`src/rtl/harm_pkg.sv`:
```
package harm_pkg;

    localparam int PEAK_SPAN = 5;

    typedef enum logic [3:0] {
        ST_IDLE,
        ST_FOLD,
        ST_DIV,
        ST_PK_RD,
        ST_PK_WT,
        ST_LO_RD,
        ST_LO_WT,
        ST_HI_RD,
        ST_HI_WT,
        ST_SUM_RD,
        ST_SUM_WT,
        ST_ACC,
        ST_TOT_RD,
        ST_TOT_WT,
        ST_FIN
    } seq_state_t;

endpackage

```
`src/rtl/harm_bin_locator.sv`:
```
module harm_bin_locator #(
    parameter int FW    = 24,
    parameter int LOG2N = 6,
    parameter int AW    = LOG2N - 1
) (
    input  logic          clk,
    input  logic          rst,
    input  logic          clear,
    input  logic          go,
    input  logic [FW-1:0] fs,
    input  logic [FW-1:0] fin,
    output logic          valid,
    output logic [AW-1:0] bin
);
    localparam int NB = 1 << AW;
    localparam int CW = $clog2(LOG2N) + 1;

    logic [FW:0]      hacc;
    logic [FW:0]      hsum, hmod, hfold;
    logic [FW+1:0]    rem, rem_sh, rem_nx;
    logic [LOG2N-1:0] quo;
    logic [CW-1:0]    cnt;
    logic             running;
    logic             ge;

    // running residue of i*fin modulo fs, then fold about fs/2
    always_comb begin
        hsum  = hacc + {1'b0, fin};
        hmod  = (hsum >= {1'b0, fs}) ? hsum - {1'b0, fs} : hsum;
        hfold = ({hmod, 1'b0} > {2'b0, fs}) ? {1'b0, fs} - hmod : hmod;
    end

    // one restoring-division step per cycle
    always_comb begin
        rem_sh = rem << 1;
        ge     = rem_sh >= {2'b0, fs};
        rem_nx = ge ? rem_sh - {2'b0, fs} : rem_sh;
    end

    always_ff @(posedge clk) begin
        if (rst) begin
            hacc    <= '0;
            rem     <= '0;
            quo     <= '0;
            cnt     <= '0;
            running <= 1'b0;
            valid   <= 1'b0;
        end else begin
            valid <= 1'b0;
            if (clear) begin
                hacc <= '0;
            end else if (go) begin
                hacc    <= hmod;
                rem     <= {1'b0, hfold};
                quo     <= '0;
                cnt     <= '0;
                running <= 1'b1;
            end else if (running) begin
                rem <= rem_nx;
                quo <= {quo[LOG2N-2:0], ge};
                cnt <= cnt + 1'b1;
                if (cnt == CW'(LOG2N - 1)) begin
                    running <= 1'b0;
                    valid   <= 1'b1;
                end
            end
        end
    end

    assign bin = (quo > LOG2N'(NB - 1)) ? AW'(NB - 1) : quo[AW-1:0];

    AST_QUOTIENT_BOUND: assert property (@(posedge clk) disable iff (rst)
        valid |-> (quo <= LOG2N'(NB))) else $error("quotient beyond half band");

endmodule

```
`src/rtl/harm_ratio_check.sv`:
```
module harm_ratio_check #(
    parameter int MW = 16,
    parameter int AW = 5,
    parameter int SW = MW + AW + 1,
    parameter int TW = 16,
    parameter int TF = 8
) (
    input  logic [SW-1:0] sum_lin,
    input  logic [MW-1:0] peak,
    input  logic [AW:0]   width,
    input  logic [TW-1:0] thr,
    output logic          keep
);
    localparam int RW = TW + MW + AW + 2;

    logic [RW-1:0] lhs, rhs;

    always_comb begin
        lhs  = RW'(sum_lin - SW'(peak)) << TF;
        rhs  = RW'(thr) * RW'(width) * RW'(peak);
        keep = lhs > rhs;
    end

endmodule

```
`src/rtl/harm_analyzer.sv`:
```
module harm_analyzer
    import harm_pkg::*;
#(
    parameter int LOG2N = 6,
    parameter int MW    = 16,
    parameter int FW    = 24,
    parameter int TW    = 16,
    parameter int TF    = 8,
    parameter int NH    = 9,
    parameter int AW    = LOG2N - 1,
    parameter int PW    = 2 * MW + LOG2N + 1
) (
    input  logic          clk,
    input  logic          rst,
    input  logic          start,
    input  logic [FW-1:0] fs_in,
    input  logic [FW-1:0] fin_in,
    input  logic [TW-1:0] thresh_in,
    output logic          rd_en,
    output logic [AW-1:0] rd_addr,
    input  logic [MW-1:0] rd_data,
    output logic          busy,
    output logic          done,
    output logic [MW-1:0] dc_val,
    output logic [AW-1:0] fund_bin,
    output logic [AW-1:0] fund_lo,
    output logic [AW-1:0] fund_hi,
    output logic [PW-1:0] sig_pwr,
    output logic [PW-1:0] harm_pwr,
    output logic [PW-1:0] total_pwr,
    output logic [PW-1:0] nd_pwr,
    output logic [PW-1:0] noise_pwr,
    output logic [AW-1:0] spur_bin,
    output logic [MW-1:0] spur_mag
);
    localparam int NB = 1 << AW;
    localparam int SW = MW + AW + 1;
    localparam int HW = $clog2(NH + 1);
    localparam logic [AW-1:0] LAST = AW'(NB - 1);
    localparam logic [AW-1:0] ONE  = AW'(1);

    seq_state_t    state;
    logic [FW-1:0] fs_r, fin_r;
    logic [TW-1:0] thr_r;
    logic [HW-1:0] hidx;
    logic [AW-1:0] whi, ptr, pk_bin, cur, lo, hi;
    logic [MW-1:0] pk_mag, cur_mag;
    logic [PW-1:0] sum_sq;
    logic [SW-1:0] sum_lin;
    logic [AW-1:0] pk_hist [NH];

    logic          accept, loc_go, loc_valid, keep, dup;
    logic [AW-1:0] loc_bin, wlo_c, whi_c, np_bin;
    logic [AW:0]   span_ext, width;
    logic [MW-1:0] np_mag;
    logic [2*MW-1:0] sq;
    logic [PW-1:0] dsq, tot_nx, nd_nx;

    assign busy   = (state != ST_IDLE) && (state != ST_FIN);
    assign accept = start && !busy;
    assign loc_go = (state == ST_FOLD);

    harm_bin_locator #(.FW(FW), .LOG2N(LOG2N), .AW(AW)) u_loc (
        .clk(clk), .rst(rst), .clear(accept), .go(loc_go),
        .fs(fs_r), .fin(fin_r), .valid(loc_valid), .bin(loc_bin)
    );

    harm_ratio_check #(.MW(MW), .AW(AW), .SW(SW), .TW(TW), .TF(TF)) u_ratio (
        .sum_lin(sum_lin), .peak(pk_mag), .width(width), .thr(thr_r), .keep(keep)
    );

    // shared squarer, search window, and peak update
    always_comb begin
        sq       = rd_data * rd_data;
        dsq      = PW'({sq, 1'b0});
        span_ext = {1'b0, loc_bin} + (AW+1)'(PEAK_SPAN);
        wlo_c    = (loc_bin >= AW'(PEAK_SPAN + 1)) ? loc_bin - AW'(PEAK_SPAN) : ONE;
        whi_c    = (span_ext > (AW+1)'(NB - 1)) ? LAST : span_ext[AW-1:0];
        np_bin   = (rd_data > pk_mag) ? ptr : pk_bin;
        np_mag   = (rd_data > pk_mag) ? rd_data : pk_mag;
        width    = {1'b0, hi} - {1'b0, lo} + 1'b1;
        tot_nx   = (ptr == '0) ? total_pwr : total_pwr + dsq;
        nd_nx    = tot_nx - sig_pwr;
    end

    always_comb begin
        dup = 1'b0;
        for (int j = 0; j < NH; j++)
            if ((j < int'(hidx) - 1) && (pk_hist[j] == pk_bin)) dup = 1'b1;
    end

    // memory port: one read in flight, data used in the following *_WT state
    always_comb begin
        rd_en   = 1'b0;
        rd_addr = '0;
        case (state)
            ST_PK_RD, ST_SUM_RD, ST_TOT_RD: begin rd_en = 1'b1; rd_addr = ptr; end
            ST_LO_RD: begin rd_en = (cur != ONE);  rd_addr = cur - ONE; end
            ST_HI_RD: begin rd_en = (cur != LAST); rd_addr = cur + ONE; end
            default: ;
        endcase
    end

    always_ff @(posedge clk) begin
        if (rst) begin
            state <= ST_IDLE;
            fs_r <= '0; fin_r <= '0; thr_r <= '0; hidx <= '0;
            whi <= '0; ptr <= '0; pk_bin <= '0; pk_mag <= '0;
            cur <= '0; cur_mag <= '0; lo <= '0; hi <= '0;
            sum_sq <= '0; sum_lin <= '0;
            for (int j = 0; j < NH; j++) pk_hist[j] <= '0;
            done <= 1'b0; dc_val <= '0;
            fund_bin <= '0; fund_lo <= '0; fund_hi <= '0;
            sig_pwr <= '0; harm_pwr <= '0; total_pwr <= '0;
            nd_pwr <= '0; noise_pwr <= '0; spur_bin <= '0; spur_mag <= '0;
        end else begin
            case (state)
                ST_IDLE, ST_FIN: if (accept) begin
                    fs_r <= fs_in; fin_r <= fin_in; thr_r <= thresh_in;
                    hidx <= HW'(1); done <= 1'b0; dc_val <= '0;
                    fund_bin <= '0; fund_lo <= '0; fund_hi <= '0;
                    sig_pwr <= '0; harm_pwr <= '0; total_pwr <= '0;
                    nd_pwr <= '0; noise_pwr <= '0; spur_bin <= '0; spur_mag <= '0;
                    state <= ST_FOLD;
                end
                ST_FOLD: state <= ST_DIV;
                ST_DIV: if (loc_valid) begin
                    ptr <= wlo_c; whi <= whi_c;
                    pk_bin <= wlo_c; pk_mag <= '0;
                    state <= ST_PK_RD;
                end
                ST_PK_RD: state <= ST_PK_WT;
                ST_PK_WT: begin
                    pk_bin <= np_bin; pk_mag <= np_mag;
                    if (ptr == whi) begin
                        cur <= np_bin; cur_mag <= np_mag;
                        state <= ST_LO_RD;
                    end else begin
                        ptr <= ptr + ONE;
                        state <= ST_PK_RD;
                    end
                end
                ST_LO_RD: if (cur == ONE) begin
                    lo <= cur; cur <= pk_bin; cur_mag <= pk_mag;
                    state <= ST_HI_RD;
                end else state <= ST_LO_WT;
                ST_LO_WT: if (rd_data < cur_mag) begin
                    cur <= cur - ONE; cur_mag <= rd_data;
                    state <= ST_LO_RD;
                end else begin
                    lo <= cur; cur <= pk_bin; cur_mag <= pk_mag;
                    state <= ST_HI_RD;
                end
                ST_HI_RD: if (cur == LAST) begin
                    hi <= cur; ptr <= lo; sum_sq <= '0; sum_lin <= '0;
                    state <= ST_SUM_RD;
                end else state <= ST_HI_WT;
                ST_HI_WT: if (rd_data < cur_mag) begin
                    cur <= cur + ONE; cur_mag <= rd_data;
                    state <= ST_HI_RD;
                end else begin
                    hi <= cur; ptr <= lo; sum_sq <= '0; sum_lin <= '0;
                    state <= ST_SUM_RD;
                end
                ST_SUM_RD: state <= ST_SUM_WT;
                ST_SUM_WT: begin
                    sum_sq  <= sum_sq + PW'(sq);
                    sum_lin <= sum_lin + SW'(rd_data);
                    if (ptr == hi) state <= ST_ACC;
                    else begin
                        ptr <= ptr + ONE;
                        state <= ST_SUM_RD;
                    end
                end
                ST_ACC: begin
                    pk_hist[hidx - 1'b1] <= pk_bin;
                    if (hidx == HW'(1)) begin
                        sig_pwr <= sum_sq << 1;
                        fund_bin <= pk_bin; fund_lo <= lo; fund_hi <= hi;
                    end else if (!dup && keep) begin
                        harm_pwr <= harm_pwr + (sum_sq << 1);
                    end
                    if (hidx == HW'(NH)) begin
                        ptr <= '0;
                        state <= ST_TOT_RD;
                    end else begin
                        hidx <= hidx + 1'b1;
                        state <= ST_FOLD;
                    end
                end
                ST_TOT_RD: state <= ST_TOT_WT;
                ST_TOT_WT: begin
                    if (ptr == '0) dc_val <= rd_data;
                    total_pwr <= tot_nx;
                    if (ptr != '0 && (ptr < fund_lo || ptr > fund_hi) && rd_data > spur_mag) begin
                        spur_mag <= rd_data; spur_bin <= ptr;
                    end
                    if (ptr == LAST) begin
                        nd_pwr    <= nd_nx;
                        noise_pwr <= (nd_nx > harm_pwr) ? nd_nx - harm_pwr : '0;
                        done      <= 1'b1;
                        state     <= ST_FIN;
                    end else begin
                        ptr <= ptr + ONE;
                        state <= ST_TOT_RD;
                    end
                end
                default: state <= ST_IDLE;
            endcase
        end
    end

    AST_READ_SPACED: assert property (@(posedge clk) disable iff (rst)
        rd_en |=> !rd_en) else $error("back-to-back reads");
    AST_RANGE_ORDER: assert property (@(posedge clk) disable iff (rst)
        (state == ST_ACC) |-> (lo <= pk_bin && pk_bin <= hi && lo != '0)) else $error("range does not bracket peak");
    AST_SIG_IN_TOTAL: assert property (@(posedge clk) disable iff (rst)
        done |-> (sig_pwr <= total_pwr)) else $error("signal exceeds total");
    AST_NOISE_BOUND: assert property (@(posedge clk) disable iff (rst)
        done |-> (noise_pwr <= nd_pwr)) else $error("noise exceeds nd");
    AST_RESULT_HOLD: assert property (@(posedge clk) disable iff (rst)
        (done && $past(done)) |-> ($stable(sig_pwr) && $stable(harm_pwr) && $stable(noise_pwr)
                                   && $stable(spur_bin) && $stable(fund_bin))) else $error("results moved");
    AST_BUSY_DONE_EXCL: assert property (@(posedge clk) disable iff (rst)
        !(busy && done)) else $error("busy with done");

endmodule

```
`config.mk`:
```
export PLATFORM = sky130hd
export DESIGN_NAME = harm_analyzer
export DESIGN_NICKNAME = d
export VERILOG_FILES = /design/src/rtl/harm_pkg.sv /design/src/rtl/harm_bin_locator.sv /design/src/rtl/harm_ratio_check.sv /design/src/rtl/harm_analyzer.sv
export SDC_FILE = /design/constraint.sdc
export NUM_CORES = 2
export LEC_CHECK = 0
export CORE_MARGIN = 2
export CORE_UTILIZATION = 55
export DETAILED_ROUTE_END_ITERATION = 10
export GPL_TIMING_DRIVEN = 0
export PLACE_DENSITY = 0.77
export SLEW_MARGIN = 10
export SYNTH_ARGS = -nofsm -noshare
export SYNTH_HDL_FRONTEND = slang
export SYNTH_SLANG_ARGS = --single-unit
```
`constraint.sdc`:
```
create_clock -name clk -period 14.3 [get_ports clk]
set_input_delay 2.86 -clock clk [delete_from_list [all_inputs] [get_ports clk]]
set_output_delay 2.86 -clock clk [all_outputs]
set_load 0.01 [all_outputs]
```
==> metrics <==
reg2reg path depth=58; hold depth=2; drt pass-1 iters=8; P per Cell Area=258 nW/µm²; Max Clock Freq=just over 70 MHz; Hold Fails Final Rpt=0; EDFF count, synth=45; CP most frequent cell=fa_1; Tot Pwr=~18,000 µW; Top delay family on crit path=compound AO/OA/AOI/OAI gates; min-delay src=noise_pwr[0]; Post-DP HPWL=170,000 µm; post-layout worst setup margin=between 0.15 and 0.2 ns; mapped cell area=61,400 µm²; WP buf/inv=7; Final Critical Period=approximately 14 ns; CP Class=primary input to register; Synth Instances=between 7k and 8k; drt wl/cell=22.6 µm; Slew @ Worst Pin=1.37 ns; remaining antenna violation count=0; GRT overflow=0; area of the die=114,000 µm²; final WL=~220,000 µm; GPL Wtd Cong=0.999; layout cells sized above 1=0.0689; Worst R2R End=harm_pwr[28]; class of the worst hold path=register to register; period utilization=0.989; PortBufs=333; fraction of registers with async set/reset=0; Worst Path Required=approximately 15 ns; DRC violation count after routing=0; reg2reg setup slack=0.34 ns; RR Startpoint=hi[1]; Initial DRC Count=5,905; maxcap violations=0; Setup WS pre-CTS=-3.29 ns; TritonCTS clock tree=done; Max-slew headroom=0.0898; pin count of the biggest net entering global routing=14; # rows=between 100 and 150; Worst Setup Start Kind=primary input; Arr. time, crit path=approximately 15 ns; vias in the first global route=roughly 57k; Longest Clk Path Bufs=3; Leak=about 0.032 µW; Yosys reg bits=545; Hold Path Sink=noise_pwr[0]; Synth Warn #=0; Horiz. Die Dim=338 µm; crit path capture type=register; Initial Utilization=0.555; Crit-path slowest cell=fa_1; Syn-to-layout area delta=16.3%; Slew Limit Fails=0; Die Span Y=approximately 340 µm; outcome=finished, final reports clean; CP peak stage delay=between 0.5 and 0.6 ns; clock root cell=clkbuf_16; register area share after synthesis=0.185; initial antenna violation count=6; Yosys cell types=between 90 and 100; worst-path maximum fanout=10; TritonCTS Buffers=67; maximum vdd drop=0.386 mV; Most used DFF post-synth=dfxtp_1; Total GRT Usage=0.367; CTS sink cnt=roughly 550; commonest non-fill, non-tap cell in the layout=inv_1; Core ar.=roughly 110,000 µm²; global-route wire length before repair=between 300,000 and 400,000 µm; WP depth=between 40 and 50; Vias/cell=a little over 6; Setup Skew=0.0262 ns; syn_area_per_cell=8.11 µm²; via count=58.9k; Ports=between 300 and 400; # setup viols final=0; Worst-path clk slew=0.06 ns; worst skew pair latency=between 0.6 and 0.7 ns; # nets final=9,345; H-Tree Level Count=3; commonest non-fill, non-tap cells in the layout=inv_1, nand2_1, ha_1, a21oi_1, fa_1; final setup TNS=0 ns
per-layer routing:
metal	wire length, µm	GRT usage
met1	87800	0.497
met2	93300	0.552
met3	24100	0.0799
met4	12400	0.182
met5	50	0
worst register-to-register path, delay by kind of cell (launching register included):
kind | cells | cell delay (ns)
AOI/OAI and AO/OA | 19 | 3.90
xor gates and xnor gates | 3 | 0.55
adders and majority gates | 15 | 6.61
buffers and inverters | 14 | 1.67
DFF | 1 | 0.38
and+or+nand+nor | 7 | 0.82
synth_stat cells (15+ instances only):
| master | count | area [µm²] |
|---|---|---|
| o211ai_1 | 45 | 338 |
| edfxtp_1 | 45 | 1350 |
| nand4_1 | 72 | 450 |
| buf_1 | 19 | 71.3 |
| nor2_1 | 502 | 1880 |
| o311ai_0 | 18 | 158 |
| or2_2 | 26 | 163 |
| nand3_1 | 263 | 1320 |
| a21o_1 | 180 | 1350 |
| nor3_1 | 105 | 526 |
| clkbuf_1 | 293 | 1100 |
| a31oi_1 | 53 | 332 |
| a21boi_0 | 20 | 150 |
| nand2b_1 | 69 | 432 |
| xnor2_1 | 257 | 2250 |
| inv_1 | 927 | 3480 |
| a211oi_1 | 81 | 608 |
| o21bai_1 | 36 | 270 |
| fa_1 | 509 | 10200 |
| o21ai_0 | 272 | 1360 |
| a221oi_1 | 15 | 131 |
| o41ai_1 | 27 | 236 |
| o31ai_1 | 29 | 218 |
| or3_1 | 38 | 238 |
| nor2b_1 | 54 | 338 |
| ha_1 | 676 | 8460 |
| mux2i_1 | 60 | 601 |
| a22o_1 | 41 | 359 |
| a211o_1 | 19 | 166 |
| and3_1 | 65 | 407 |
| a21oi_1 | 583 | 2920 |
| nand2_1 | 857 | 3220 |
| a22oi_1 | 87 | 653 |
| o21a_1 | 76 | 571 |
| and2_1 | 244 | 1530 |
| dfxtp_1 | 500 | 10000 |
| xor2_1 | 149 | 1310 |
state kept, by name, indices dropped and copies added (netlist names), 25 cells and up:
name and flops:
pk_hist 45, noise_pwr 39, harm_pwr 38, nd_pwr 38, sig_pwr 38, sum_sq 38, total_pwr 38, u_loc.hacc 25
u_loc.rem 25
what timing repair did:
action | CTS | global route
setup buffers | 50 | 51
pin swaps | 42 | 103
resized for setup | 309 | 264
hold buffers | 0 | 0
gates cloned | 1 | 1
setup endpoints to repair | 79 | 76
kinds of logic after synthesis:
family                   Yosys count  synth area share
AO/OA/AOI/OAI                   1739             0.183
XOR/XNOR                         406            0.0579
adder cells (fa/ha/maj)         1185             0.304
buffers and inverters           1266            0.0787
flip-flops                       545             0.185
multiplexers                      64            0.0105
other                              2          0.000122
AND/OR/NAND/NOR                 2369             0.181
how the worst max path moves through the flow:
stage,from,endpoint,slack [ns]
after floorplan,rd_data[8],noise_pwr[6],0.04
after global placement,rd_data[6],noise_pwr[3],-3.24
after detailed placement,rd_data[1],noise_pwr[36],-3.29
after CTS,rd_data[8],noise_pwr[8],0.003
after global routing,rd_data[6],noise_pwr[1],-0.17
final,rd_data[10],noise_pwr[1],0.16
final cells by class:
class	instances	area, µm²
clock buffer	91	1890
fill	9403	39200
clock inverter	29	329
inverter	936	3560
multi-input combinational	5768	46600
tap	1488	1860
buffer	323	1640
antenna	3	7.51
sequential	545	11400
timing repair buffer	436	4190
report_power, final:
group          total (µW)  switching (µW)  leakage [µW]  internal [µW]
Sequential           1670            67.8       0.00451           1610
Combinational       15000            8820        0.0261           6160
Clock                1780             752       0.00109           1020
through the flow:
stage / cells / hold slack, ns / cell area (µm²) / util
floorplan: 7579 / 0.440 / 61400 / -
global placement: 9400 / 0.423 / 66600 / 0.602
detailed placement: 9400 / 0.428 / 66600 / 0.602
CTS: 9566 / 0.441 / 70000 / 0.633
global route: 9616 / 0.458 / 71400 / 0.646
finish: 9619 / 0.435 / 71400 / 0.646
No activity file was read; power rests on OpenSTA's default activity.
